### src/rtl/wsc_pkg.sv
package wsc_pkg;
  typedef enum logic [2:0] {
    ST_IDLE,
    ST_POLL_A,
    ST_CMD,
    ST_POLL_B,
    ST_FETCH
  } wsc_state_e;

  localparam int unsigned WORD_W = 16;
  localparam logic [WORD_W-1:0] CMD_BYTE_REQ  = 16'hDEFF;
  localparam logic [7:0]        CMD_AVAIL     = 8'hBC;
  localparam logic [7:0]        CMD_AVAIL_END = 8'hBD;
endpackage

### src/rtl/wsc_poll_counter.sv
module wsc_poll_counter #(
  parameter int unsigned CNT_W = 16
) (
  input  logic             clk_i,
  input  logic             rst_ni,
  input  logic             clear_i,
  input  logic             miss_i,
  input  logic [CNT_W-1:0] limit_i,
  output logic             expire_o
);
  localparam int unsigned EXT_W = CNT_W + 1;

  logic [CNT_W-1:0] cnt_q;
  logic [EXT_W-1:0] eff_limit;
  logic [EXT_W-1:0] next_cnt;

  // a limit of zero behaves as one
  assign eff_limit = (limit_i == '0) ? EXT_W'(1) : {1'b0, limit_i};
  assign next_cnt  = {1'b0, cnt_q} + EXT_W'(1);
  assign expire_o  = miss_i && (next_cnt >= eff_limit);

  always_ff @(posedge clk_i or negedge rst_ni) begin
    if (!rst_ni)       cnt_q <= '0;
    else if (clear_i)  cnt_q <= '0;
    else if (miss_i)   cnt_q <= next_cnt[CNT_W-1:0];
  end

  assert_clear_R8: assert property (@(posedge clk_i) disable iff (!rst_ni)
    clear_i |=> cnt_q == '0);
endmodule

### src/rtl/wsc_bus_drive.sv
module wsc_bus_drive import wsc_pkg::*; #(
  parameter int unsigned ADDR_W   = 8,
  parameter logic [ADDR_W-1:0] RESP_OFS = 8'h0A,
  parameter logic [ADDR_W-1:0] DATA_OFS = 8'h0E
) (
  input  wsc_state_e        state_i,
  input  logic              dir_send_i,
  input  logic [7:0]        data_i,
  input  logic              end_i,
  output logic              req_o,
  output logic              we_o,
  output logic [ADDR_W-1:0] addr_o,
  output logic [WORD_W-1:0] wdata_o
);
  logic [WORD_W-1:0] avail_word;

  assign avail_word = {(end_i ? CMD_AVAIL_END : CMD_AVAIL), data_i};

  always_comb begin
    req_o   = (state_i != ST_IDLE);
    we_o    = (state_i == ST_CMD);
    addr_o  = (state_i == ST_CMD || state_i == ST_FETCH) ? DATA_OFS : RESP_OFS;
    wdata_o = '0;
    if (state_i == ST_CMD) wdata_o = dir_send_i ? avail_word : CMD_BYTE_REQ;
  end
endmodule

### src/rtl/wsc_seq.sv
module wsc_seq import wsc_pkg::*; #(
  parameter int unsigned WR_BIT  = 9,
  parameter int unsigned RR_BIT  = 10,
  parameter int unsigned DIR_BIT = 12,
  parameter int unsigned DOR_BIT = 13
) (
  input  logic              clk_i,
  input  logic              rst_ni,
  input  logic              send_req_i,
  input  logic [7:0]        send_data_i,
  input  logic              send_end_i,
  input  logic              recv_req_i,
  input  logic [WORD_W-1:0] bus_rdata_i,
  input  logic              bus_ack_i,
  input  logic              bus_err_i,
  input  logic              expire_i,
  output logic              miss_o,
  output logic              clear_o,
  output wsc_state_e        state_o,
  output logic              dir_send_o,
  output logic [7:0]        data_o,
  output logic              end_o,
  output logic              done_o,
  output logic [7:0]        rx_data_o,
  output logic              rx_end_o,
  output logic              err_timeout_o,
  output logic              err_bus_o
);
  wsc_state_e state_q;
  logic       dir_q, end_q, done_q, to_q, be_q, rx_end_q;
  logic [7:0] data_q, rx_q;
  logic       ok_a, ok_b, poll_st, ready, good_ack;

  assign ok_a     = bus_rdata_i[WR_BIT] &&
                    (dir_q ? bus_rdata_i[DIR_BIT] : bus_rdata_i[DOR_BIT]);
  assign ok_b     = bus_rdata_i[RR_BIT];
  assign poll_st  = (state_q == ST_POLL_A) || (state_q == ST_POLL_B);
  assign ready    = (state_q == ST_POLL_A) ? ok_a : ok_b;
  assign good_ack = bus_ack_i && !bus_err_i;
  assign miss_o   = poll_st && good_ack && !ready;
  assign clear_o  = (state_q == ST_IDLE) || (poll_st && good_ack && ready);

  always_ff @(posedge clk_i or negedge rst_ni) begin
    if (!rst_ni) begin
      state_q  <= ST_IDLE;
      dir_q    <= 1'b0;
      data_q   <= '0;
      end_q    <= 1'b0;
      done_q   <= 1'b0;
      to_q     <= 1'b0;
      be_q     <= 1'b0;
      rx_q     <= '0;
      rx_end_q <= 1'b0;
    end else begin
      done_q <= 1'b0;
      if (state_q == ST_IDLE) begin
        if (send_req_i || recv_req_i) begin
          state_q <= ST_POLL_A;
          dir_q   <= send_req_i;   // send wins a tie
          data_q  <= send_data_i;
          end_q   <= send_end_i;
          to_q    <= 1'b0;
          be_q    <= 1'b0;
        end
      end else if (bus_err_i) begin
        be_q    <= 1'b1;
        done_q  <= 1'b1;
        state_q <= ST_IDLE;
      end else if (bus_ack_i) begin
        case (state_q)
          ST_POLL_A, ST_POLL_B: begin
            if (ready) begin
              state_q <= (state_q == ST_POLL_A) ? ST_CMD : ST_FETCH;
            end else if (expire_i) begin
              to_q    <= 1'b1;
              done_q  <= 1'b1;
              state_q <= ST_IDLE;
            end
          end
          ST_CMD: begin
            if (dir_q) begin
              done_q  <= 1'b1;
              state_q <= ST_IDLE;
            end else begin
              state_q <= ST_POLL_B;
            end
          end
          ST_FETCH: begin
            rx_q     <= bus_rdata_i[7:0];
            rx_end_q <= bus_rdata_i[8];
            done_q   <= 1'b1;
            state_q  <= ST_IDLE;
          end
          default: state_q <= ST_IDLE;
        endcase
      end
    end
  end

  assign state_o       = state_q;
  assign dir_send_o    = dir_q;
  assign data_o        = data_q;
  assign end_o         = end_q;
  assign done_o        = done_q;
  assign rx_data_o     = rx_q;
  assign rx_end_o      = rx_end_q;
  assign err_timeout_o = to_q;
  assign err_bus_o     = be_q;

  assert_timeout_src_R8: assert property (@(posedge clk_i) disable iff (!rst_ni)
    $rose(to_q) |-> $past(miss_o && expire_i));

  assert_fetch_after_ready_R7: assert property (@(posedge clk_i) disable iff (!rst_ni)
    (state_q == ST_FETCH) && !$past(state_q == ST_FETCH) |->
      $past(state_q == ST_POLL_B && bus_ack_i && bus_rdata_i[RR_BIT]));
endmodule

### src/rtl/wsc_commander.sv
module wsc_commander import wsc_pkg::*; #(
  parameter int unsigned ADDR_W  = 8,
  parameter int unsigned CNT_W   = 16,
  parameter logic [ADDR_W-1:0] RESP_OFS = 8'h0A,
  parameter logic [ADDR_W-1:0] DATA_OFS = 8'h0E,
  parameter int unsigned WR_BIT  = 9,
  parameter int unsigned RR_BIT  = 10,
  parameter int unsigned DIR_BIT = 12,
  parameter int unsigned DOR_BIT = 13
) (
  input  logic              clk_i,
  input  logic              rst_ni,
  input  logic              send_req_i,
  input  logic [7:0]        send_data_i,
  input  logic              send_end_i,
  input  logic              recv_req_i,
  input  logic [CNT_W-1:0]  poll_limit_i,
  output logic              busy_o,
  output logic              done_o,
  output logic [7:0]        recv_data_o,
  output logic              recv_end_o,
  output logic              err_timeout_o,
  output logic              err_bus_o,
  output logic              bus_req_o,
  output logic              bus_we_o,
  output logic [ADDR_W-1:0] bus_addr_o,
  output logic [15:0]       bus_wdata_o,
  input  logic [15:0]       bus_rdata_i,
  input  logic              bus_ack_i,
  input  logic              bus_err_i
);
  wsc_state_e state;
  logic       dir_send, end_flag, miss, clear, expire;
  logic [7:0] data;

  wsc_seq #(
    .WR_BIT(WR_BIT), .RR_BIT(RR_BIT), .DIR_BIT(DIR_BIT), .DOR_BIT(DOR_BIT)
  ) u_seq (
    .clk_i, .rst_ni,
    .send_req_i, .send_data_i, .send_end_i, .recv_req_i,
    .bus_rdata_i, .bus_ack_i, .bus_err_i,
    .expire_i(expire), .miss_o(miss), .clear_o(clear),
    .state_o(state), .dir_send_o(dir_send), .data_o(data), .end_o(end_flag),
    .done_o, .rx_data_o(recv_data_o), .rx_end_o(recv_end_o),
    .err_timeout_o, .err_bus_o
  );

  wsc_poll_counter #(.CNT_W(CNT_W)) u_cnt (
    .clk_i, .rst_ni,
    .clear_i(clear), .miss_i(miss), .limit_i(poll_limit_i), .expire_o(expire)
  );

  wsc_bus_drive #(.ADDR_W(ADDR_W), .RESP_OFS(RESP_OFS), .DATA_OFS(DATA_OFS)) u_drv (
    .state_i(state), .dir_send_i(dir_send), .data_i(data), .end_i(end_flag),
    .req_o(bus_req_o), .we_o(bus_we_o), .addr_o(bus_addr_o), .wdata_o(bus_wdata_o)
  );

  assign busy_o = (state != ST_IDLE);

  assert_req_hold_R3: assert property (@(posedge clk_i) disable iff (!rst_ni)
    bus_req_o && !bus_ack_i && !bus_err_i |=>
      bus_req_o && $stable(bus_addr_o) && $stable(bus_we_o) && $stable(bus_wdata_o));

  assert_err_abort_R9: assert property (@(posedge clk_i) disable iff (!rst_ni)
    bus_req_o && bus_err_i |=> !bus_req_o && err_bus_o);

  assert_done_pulse_R10: assert property (@(posedge clk_i) disable iff (!rst_ni)
    done_o |=> !done_o);

  assert_done_idle_R10: assert property (@(posedge clk_i) disable iff (!rst_ni)
    done_o |-> !busy_o && $past(bus_req_o));

  assert_cmd_code_R5: assert property (@(posedge clk_i) disable iff (!rst_ni)
    bus_req_o && bus_we_o |->
      bus_addr_o == DATA_OFS &&
      (bus_wdata_o[15:8] == CMD_AVAIL || bus_wdata_o[15:8] == CMD_AVAIL_END ||
       bus_wdata_o == CMD_BYTE_REQ));
endmodule

### config.mk
export PLATFORM = sky130hd
export DESIGN_NAME = wsc_commander
export DESIGN_NICKNAME = d
export VERILOG_FILES = /design/src/rtl/wsc_pkg.sv /design/src/rtl/wsc_poll_counter.sv /design/src/rtl/wsc_bus_drive.sv /design/src/rtl/wsc_seq.sv /design/src/rtl/wsc_commander.sv
export SDC_FILE = /design/constraint.sdc
export NUM_CORES = 1
export LEC_CHECK = 0
export BUFFER_PORTS_ARGS = -buffer_cell sky130_fd_sc_hd__buf_2
export CAP_MARGIN = 20
export CELL_PAD_IN_SITES_DETAIL_PLACEMENT = 1
export CELL_PAD_IN_SITES_GLOBAL_PLACEMENT = 1
export CORE_MARGIN = 2
export CORE_UTILIZATION = 35
export CTS_BUF_LIST = sky130_fd_sc_hd__clkbuf_8
export DETAILED_ROUTE_END_ITERATION = 8
export PLACE_DENSITY_LB_ADDON = 0.12
export SYNTH_ARGS = -nofsm -noshare
export SYNTH_HDL_FRONTEND = slang
export SYNTH_SLANG_ARGS = --single-unit
### constraint.sdc
create_clock -name clk_i -period 2.8 [get_ports clk_i]
set_input_delay 0.14 -clock clk_i [delete_from_list [all_inputs] [get_ports clk_i]]
set_output_delay 0.14 -clock clk_i [all_outputs]
set_load 0.01 [all_outputs]
# ---- Yosys cells after proc, flatten, opt, wreduce, memory -nomap -nowiden
# Index checks and enable logic that the tools add are counted.
dict set report op_classes {
  addsub 1
  n_lt_le_gt_ge 1
  eq_ne 8
  mux 34
  bitwise_logic 2
  n_reduce_logical 27
}
# operator n
set op_table {}
lappend op_table {{16-bit 2-to-1 mux} 5}
lappend op_table {{3-bit 2-to-1 mux} 8}
lappend op_table {{1-bit 2-to-1 mux} 18}
lappend op_table {{16-bit by 1-bit adder with 17-bit output (second input constant)} 1}
lappend op_table {{17-bit >= comparator} 1}
lappend op_table {{16-bit logical NOT} 1}
lappend op_table {{2-bit nonzero test} 5}
lappend op_table {{3-bit by 2-bit equality test with 1-bit output (second input constant)} 2}
lappend op_table {{1-bit logical AND} 6}
lappend op_table {{3-bit case mux with 2 select lines} 1}
lappend op_table {{6-bit AND reduction} 1}
lappend op_table {{3-bit nonzero test} 2}
lappend op_table {{5-bit by 3-bit inequality test with 1-bit output (second input constant)} 1}
lappend op_table {{1-bit logical OR} 4}
lappend op_table {{2-bit inequality test (second input constant)} 2}
lappend op_table {{2-bit AND reduction} 2}
lappend op_table {{4-bit AND reduction} 1}
lappend op_table {{3-bit by 1-bit equality test with 1-bit output (second input constant)} 1}
lappend op_table {{3-bit equality test (second input constant)} 1}
lappend op_table {{3-bit logical NOT} 1}
lappend op_table {{1-bit case mux with 3 select lines} 1}
lappend op_table {{3-bit AND reduction} 1}
lappend op_table {{1-bit logical NOT} 2}
lappend op_table {{2-bit 2-to-1 mux} 1}
lappend op_table {{3 further kinds} 4}
dict set report totals {
  ff_bits 41
  input_bits 47
  output_inout_bits 39
  elab_cells 83
}

# ---- Logic depth before layout (Yosys ltp)
# Gate-level depths: netlist of the first run.
dict set report depth {
  depth_word 12
  mapped_depth 11
}

# ---- Cells and area by module
# From an unflattened synthesis of the first run, not the netlist that was laid out.
dict set report unflattened {
  hier_cells 297
  area_unflattened_um2 2862.7
}
# module n_inst cells_each area_each_um2
set modules_own_cells {}
lappend modules_own_cells {wsc_poll_counter 1 175 1440.1}
lappend modules_own_cells {wsc_seq 1 90 1204.9}
lappend modules_own_cells {wsc_bus_drive 1 31 211.5}
lappend modules_own_cells {wsc_commander 1 1 6.3}

# ---- Least setup slack after synthesis of the first run
# OpenSTA, ideal clock, no wires.
dict set report synth_path {
  kind {reg2reg}
  from {register u_cnt.cnt_q[0]}
  to {register u_seq.state_q[1], in the netlist u_seq.state_o[1]}
  arrival_ps 2587
  required_ps 2666
  path_slack_ps 78
  path_stages_with_launch 11
  n_path_buf 0
  path_cell_list {dfrtp_1 > ha_1 > nand2_1 > nor4_4 > nand3_2 > xnor2_2 > ha_1 > nand3_1 > or4_1 > o211ai_1 > o211ai_1}
}
dict set report synth_between {
  elab_chain_len 5
}
# element line_no
set synth_lines {}
lappend synth_lines {{start, declared} wsc_poll_counter.sv:13} ;# logic [CNT_W-1:0] cnt_q;
lappend synth_lines {{start signal, assigned} wsc_poll_counter.sv:25} ;# else if (miss_i) cnt_q <= next_cnt[CNT_W-1:0];
lappend synth_lines {{16-bit by 1-bit adder with 17-bit output} wsc_poll_counter.sv:19} ;# assign next_cnt = {1'b0, cnt_q} + EXT_W'(1);
lappend synth_lines {{17-bit >= comparator} wsc_poll_counter.sv:20} ;# assign expire_o = miss_i && (next_cnt >= eff_limit);
lappend synth_lines {{1-bit logical AND} wsc_poll_counter.sv:20}
lappend synth_lines {{5-bit by 3-bit inequality test with 1-bit output (no line)} -}
lappend synth_lines {{3-bit AND reduction (no line)} -}
lappend synth_lines {{end signal, assigned} wsc_seq.sv:73} ;# state_q <= (state_q == ST_POLL_A) ? ST_CMD : ST_FETCH;
lappend synth_lines {{end, declared} wsc_seq.sv:29} ;# wsc_state_e state_q;
# Every way passes these cells.
# A chain may end at the register's enable or synchronous reset.

# ---- Worst setup path in the final report of the first run
# Ends and elaborated chain as after synthesis.

==> results of run 1 <==
-- registers in the layout, indices dropped and copies added (netlist names), 3 cells and up --
| register | flops |
|---|---|
| u_seq.data_o | 8 |
| u_cnt.cnt_q | 16 |
| u_seq.rx_data_o | 8 |
| u_seq.state_o | 3 |
-- cell type report --
cell class              count  area (um2)  area share
clock buffers               6        82.6      0.0223
clock inverters             2        37.5      0.0101
inverters                  30         113      0.0304
multi-input cells         213        1640       0.443
flip-flops and latches     41        1030       0.277
well taps                 102         128      0.0344
repair buffers            115         679       0.183
-- routing by layer --
layer,GRT usage,wire (um)
met1,0.234,3340
met2,0.304,3830
met4,0.0551,89
met3,0.0309,390
met5,0,0
-- per-stage QoR --
| stage | cell area (um2) | total power, uW | setup WS, ns | instances | utilization |
|---|---|---|---|---|---|
| after floorplan | 2780 | 1280 | 0.0784 | 308 | - |
| after global placement | 3350 | 1460 | 0.0351 | 490 | 0.435 |
| after CTS | 3520 | 2000 | 0.0365 | 502 | 0.458 |
| after detailed placement | 3350 | 1490 | -0.0876 | 490 | 0.435 |
| after global routing | 3710 | 2150 | -0.0881 | 509 | 0.482 |
| final | 3710 | 1990 | 0.0622 | 509 | 0.482 |
-- Yosys cell counts (2+ instances only) --
| library cell | count |
|---|---|
| dfrtp_1 | 41 |
| nand2_1 | 31 |
| inv_1 | 29 |
| o21ai_0 | 22 |
| a21oi_1 | 20 |
| ha_1 | 17 |
| buf_4 | 14 |
| nor2_1 | 14 |
| a22o_1 | 10 |
| mux2_2 | 10 |
| nand3_1 | 10 |
| xnor2_1 | 8 |
| buf_2 | 7 |
| xor2_1 | 6 |
| nand4_1 | 5 |
| nor2b_1 | 5 |
| o21ai_1 | 4 |
| clkbuf_1 | 3 |
| nor4_1 | 3 |
| o211ai_1 | 3 |
| o31ai_1 | 3 |
| a311oi_1 | 2 |
| a31oi_1 | 2 |
| and3_1 | 2 |
| conb_1 | 2 |
| nand2b_1 | 2 |
| nor4_4 | 2 |
| o21a_1 | 2 |
| o31a_1 | 2 |
-- critical path: stages, from the launching register on --
cell and delay [ns]:
dfrtp_1 0.41, ha_2 0.23, nand2_4 0.06, nor4_4 0.30, buf_4 0.20, xor2_4 0.08
ha_4 0.28, nand4_1 0.10, or4_4 0.50, o211ai_1 0.20, buf_4 0.15, o211ai_1 0.09
-- power by group through the flow --
stage	Combinational (uW)	Sequential, uW	Clock [uW]
6_report	662	820	508
4_1_cts	661	816	524
5_1_grt	758	840	549
3_3_place_gp	640	821	0
2_1_floorplan	494	781	0
3_5_place_dp	657	829	0
-- cells by family after synthesis --
kind of cell / share of synthesized area
DFF: 0.372
xor gates and xnor gates: 0.0503
buffers and inverters: 0.0957
AOI/OAI and AO/OA: 0.185
adders and majority gates: 0.0771
other: 0.00272
and+or+nand+nor: 0.173
muxes: 0.0444
-- final timing paths --
| kind | startpoint | end | slack (ns) | cells past startpoint |
|---|---|---|---|---|
| setup / recovery | u_cnt.cnt_q[0] | u_seq.state_o[1] | 0.06 | 11 |
| hold / removal | rst_ni | u_seq.done_o | -0.03 | 1 |
| setup reg to reg | u_cnt.cnt_q[0] | u_seq.state_o[1] | 0.06 | 11 |
| hold reg to reg | u_seq.end_o | u_seq.end_o | 0.49 | 2 |
| max in group asynchronous | rst_ni | u_seq.rx_data_o[6] | 2.25 | 1 |
| min in group clk_i | send_end_i | u_seq.end_o | 0.04 | 3 |
-- repair_timing --
item | CTS | global route
pin swaps | 5 | 12
hold buffers | 0 | 0
endpoints found under the setup margin | 4 | 4
buffers inserted | 4 | 7
resized for setup | 4 | 21
==> results.sh, run 1 <==
export IMPL_status="complete, but fails checks"
export IMPL_violations_in_the_final_reports="hold timing"
export IMPL_start_kind="register"
export IMPL_fin_tns_setup_ns=0
export IMPL_yosys_cell_types_count=51
export IMPL_worst_slew_pin_slew_ns=0.921
export IMPL_synth_edff_count=0
export IMPL_max_slew_margin=0.386
export IMPL_yosysTopAreaCell="dfrtp_1"
export IMPL_crit_type="reg2reg"
export IMPL_holdCritPathClass="in2async"
export IMPL_worst_ep_required_time_ns=2.97
export IMPL_synth_top_cells_by_area="dfrtp_1 37%, ha_1 7.7%, nand2_1 4.2%, mux2_2 4.1%, o21ai_0 4.0%"
export IMPL_post_drt_wl_per_cell_um=15.0
export IMPL_finish_net_count=470
export IMPL_holdWs_ns=-0.0257
export IMPL_p_switching_uw=732
export IMPL_clock_latency_on_the_worst_skew_pair_ns=0.30
export IMPL_syn_area_um2=2760
export IMPL_skew_ns=0.00828
export IMPL_first_pass_grt_wire_length_mm=12.3
export IMPL_detailed_place_hpwl_mm=5.68
export IMPL_rsz0062_at_grt="yes"
export IMPL_vdd_ir_drop_worst_mv=0.201
export IMPL_grt_total_usage=0.179
export IMPL_area_growth_synth_to_final_pct=34.4
export IMPL_antenna_found_initial=0
export IMPL_buffer_ports_inserted=75
export IMPL_antenna_diode_count=0
export IMPL_top_level_ports=86
export IMPL_period_share=0.978
export IMPL_clock_power_share=0.255
export IMPL_floorplan_initialDensity=0.359
export IMPL_yosysSeqAreaShare=0.372
export IMPL_synth_cells=303
export IMPL_worst_ep_arrival_time_ns=2.91
export IMPL_layout_commonest_cell="buf_2"
export IMPL_synth_top_cell_area_share=0.372
export IMPL_cts_max_level=2
export IMPL_achievable_frequency_mhz=365
export IMPL_root_buffer="clkbuf_8"
export IMPL_num_cts_buffers=5
export IMPL_drc=0
export IMPL_grt_pass1_vias=2569
export IMPL_share_seq_of_total_power=0.412
export IMPL_finalHoldViolCount=41
export IMPL_final_max_slew_viol_count=0
export IMPL_power_leakage_uw=0.00201
export IMPL_synth_ff_latch_count=41
export IMPL_die_h_um=92.8
export IMPL_async_flop_share=1.00
export IMPL_ys_flop_type="dfrtp_1"
export IMPL_num_rows=32
export IMPL_fillerInstances=933
export IMPL_yosys_warnings=0
export IMPL_cts_clk_slew_worst_paths_ns=0.09
export IMPL_place_gp_congestion=0.791
export IMPL_power_internal_uw=1260
export IMPL_min_period_ns=2.74
export IMPL_num_vias=2566
export IMPL_vias_per_cell=5.04
export IMPL_grt_remaining_overflow=0
export IMPL_drive_gt1_frac=0.400
export IMPL_design_core_area_um2=7690
export IMPL_powerDensity_nw_per_um2=537
export IMPL_drt_pre_antenna_iters=4
export IMPL_postRouteWirelength_mm=7.66
export IMPL_cts_max_path_buffers=2
export IMPL_number_of_maximum_capacitance_constraint_violations=0
export IMPL_die_w_um=92.8
export IMPL_synthesis_area_per_instance_um2=9.11
export IMPL_clock_sinks=41
export IMPL_final_setup_viol_count=0
export IMPL_grt_max_degree=42
export IMPL_sw_frac_of_total=0.368
export IMPL_floorplan_die_area_um2=8610
export IMPL_path_max_fanout=3
export IMPL_final_cell_mix="75 x buf_2, 41 x dfrtp_1, 39 x buf_4"
export IMPL_pwr_share_comb=0.332
export IMPL_endpoint_kind="register"
export IMPL_dr_first_iter_drc_count=57
export IMPL_tritoncts="built"
export IMPL_antenna_left=0
(Power assumes the default switching activity.)
==> inputs of run 2 (changes only) <==
- CELL_PAD_IN_SITES_DETAIL_PLACEMENT: 1 -> 0
==> run 2 against run 1 <==
  * The flow still finishes with violations (hold timing)
  * Worst hold slack got worse by 0.0017 ns
  * Register-to-register slack about the same
  * Die area unchanged
  * Maximum frequency barely moved
  * Routed wire length shrank 11%
  * Flip-flop and latch count stayed put
  * Sequential power shrank 0.5%
  * Clock power decreased by 18%
  * Critical path type unchanged
  * Critical endpoint unchanged
  * Largest power group unchanged
==> results.sh, run 2 (synthesis gave the netlist of run 1 again) <==
export IMPL_post_drt_wl_per_cell_um=13.4
export IMPL_reg2reg_setup_slack_ns=0.06
export IMPL_worst_ep_required_time_ns=2.97
export IMPL_crit_path_cells="inv_1 -> buf_4 -> nor4_4 -> nand3_2 -> xnor2_2 -> ha_1 -> nand4_1 -> or4_4 -> o211ai_1 -> buf_4 -> o211ai_1"
export IMPL_antenna_diode_count=0
export IMPL_vias_per_cell=4.88
export IMPL_sw_frac_of_total=0.380
export IMPL_buffer_ports_inserted=75
export IMPL_finish_net_count=469
export IMPL_grt_pass1_vias=2224
export IMPL_first_pass_grt_wire_length_mm=10.8
export IMPL_timing_rr_end="u_seq.state_o[1]"
export IMPL_largest_register_ffs=16
export IMPL_multiInputGateArea_um2=1550
export IMPL_cts_clk_slew_worst_paths_ns=0.08
export IMPL_power_leakage_uw=0.00196
export IMPL_share_seq_of_total_power=0.434
export IMPL_antenna_left=0
export IMPL_die_w_um=92.8
export IMPL_sequential_cell_area_um2=1030
export IMPL_die_h_um=92.8
export IMPL_crit_type="reg2reg"
export IMPL_area_growth_synth_to_final_pct=30.1
export IMPL_antenna_found_initial=0
export IMPL_min_period_ns=2.74
export IMPL_fin_tns_setup_ns=0
export IMPL_path_max_fanout=3
export IMPL_worst_slew_pin_slew_ns=0.919
export IMPL_achievable_frequency_mhz=366
export IMPL_crit_reg2reg_launch="u_cnt.cnt_q[5]"
export IMPL_top_register="u_cnt.cnt_q"
export IMPL_grt_max_degree=42
export IMPL_critPathBufInv=3
export IMPL_grt_remaining_overflow=0
export IMPL_worst_path_max_delay_cell="or4_4"
export IMPL_drc=0
export IMPL_dr_first_iter_drc_count=71
export IMPL_cpLargestDelayFamily="simple AND/OR/NAND/NOR gates"
export IMPL_pwr_share_comb=0.346
export IMPL_postRouteWirelength_mm=6.81
export IMPL_top_level_ports=86
export IMPL_drive_gt1_frac=0.384
export IMPL_clock_sinks=41
export IMPL_drt_pre_antenna_iters=4
export IMPL_period_share=0.977
export IMPL_cts_max_path_buffers=2
export IMPL_num_rows=32
export IMPL_floorplan_initialDensity=0.359
export IMPL_finalHoldViolCount=37
export IMPL_r2r_cells=11
export IMPL_final_cell_mix="75 x buf_2, 41 x dfrtp_1, 38 x buf_4"
export IMPL_floorplan_die_area_um2=8610
export IMPL_tritoncts="built"
export IMPL_design_core_area_um2=7690
export IMPL_vdd_ir_drop_worst_mv=0.189
export IMPL_skew_ns=0.00659
export IMPL_critical_path_launch_point="u_cnt.cnt_q[5]"
export IMPL_p_switching_uw=716
export IMPL_rsz0062_at_grt="yes"
export IMPL_worst_ep_arrival_time_ns=2.91
export IMPL_start_kind="register"
export IMPL_power_internal_uw=1170
export IMPL_final_setup_viol_count=0
export IMPL_num_vias=2480
export IMPL_clock_latency_on_the_worst_skew_pair_ns=0.29
export IMPL_clock_power_share=0.220
export IMPL_status="complete, but fails checks"
export IMPL_final_max_slew_viol_count=0
export IMPL_detailed_place_hpwl_mm=5.12
export IMPL_endpoint_kind="register"
export IMPL_holdWs_ns=-0.0274
export IMPL_cts_max_level=2
export IMPL_layout_commonest_cell="buf_2"
export IMPL_fillerInstances=777
export IMPL_grt_total_usage=0.157
export IMPL_powerDensity_nw_per_um2=524
export IMPL_number_of_maximum_capacitance_constraint_violations=0
export IMPL_layout_core_utilization=0.467
export IMPL_root_buffer="clkbuf_8"
export IMPL_holdCritPathClass="in2async"
export IMPL_place_gp_congestion=0.791
export IMPL_max_stage_delay_ns=0.51
export IMPL_num_cts_buffers=5
export IMPL_violations_in_the_final_reports="hold timing"
export IMPL_power_uw=1880
export IMPL_max_slew_margin=0.388
==> run 2: cell types whose count changed in the layout (fill, tap and decap cells not counted), sizes merged <==
cell | before | now
clkinvlp | 1 | 0
buf | 115 | 114
clkinv | 0 | 2
bufinv | 1 | 0
==> run 2: how the worst max path moves through the flow <==
stage / to / slack (ns) / cells after the start
after floorplan: u_seq.state_o[1] / 0.08 / 10
after global placement: u_seq.state_o[1] / 0.04 / 10
after detailed placement: u_seq.state_o[1] / -0.06 / 10
after CTS: u_seq.state_o[1] / -0.008 / 11
after global routing: u_seq.state_o[1] / -0.08 / 11
final: u_seq.state_o[1] / 0.06 / 11
==> run 2: per-layer routing <==
layer,vias to the layer above,GRT usage,share of wire
met5,-,0,0
met4,0,0.0478,0.013
met3,6,0.0244,0.054
met2,76,0.259,0.47
met1,1150,0.213,0.46
li1,1248,-,-
==> run 2: metrics by stage <==
step                cells  area [um2]  setup slack (ns)
global placement      490        3350            0.0351
detailed placement    490        3350           -0.0625
floorplan             308        2780            0.0784
CTS                   499        3460          -0.00792
global route          508        3590           -0.0756
finish                508        3590            0.0643
==> run 2: layout make-up <==
type	count	share of cell area
Sequential cell	41	0.286
Clock buffer	6	0.0230
Multi-Input combinational cell	213	0.433
Tap cell	102	0.0356
Inverter	30	0.0314
Clock inverter	2	0.00384
Timing Repair Buffer	114	0.187
==> run 2: power groups by stage <==
stage	Clock (uW)	Sequential, uW	Combinational, uW
final	415	816	651
after global routing	458	836	746
after CTS	432	811	650
after detailed placement	0	824	647
after global placement	0	821	640
after floorplan	0	781	494
==> run 2: what timing repair did <==
item,4_1_cts,5_1_grt
setup buffers,1,9
gates resized for setup,2,13
gates cloned,0,0
endpoints found under the setup margin,4,4
hold buffers,0,0
pin swaps,3,17
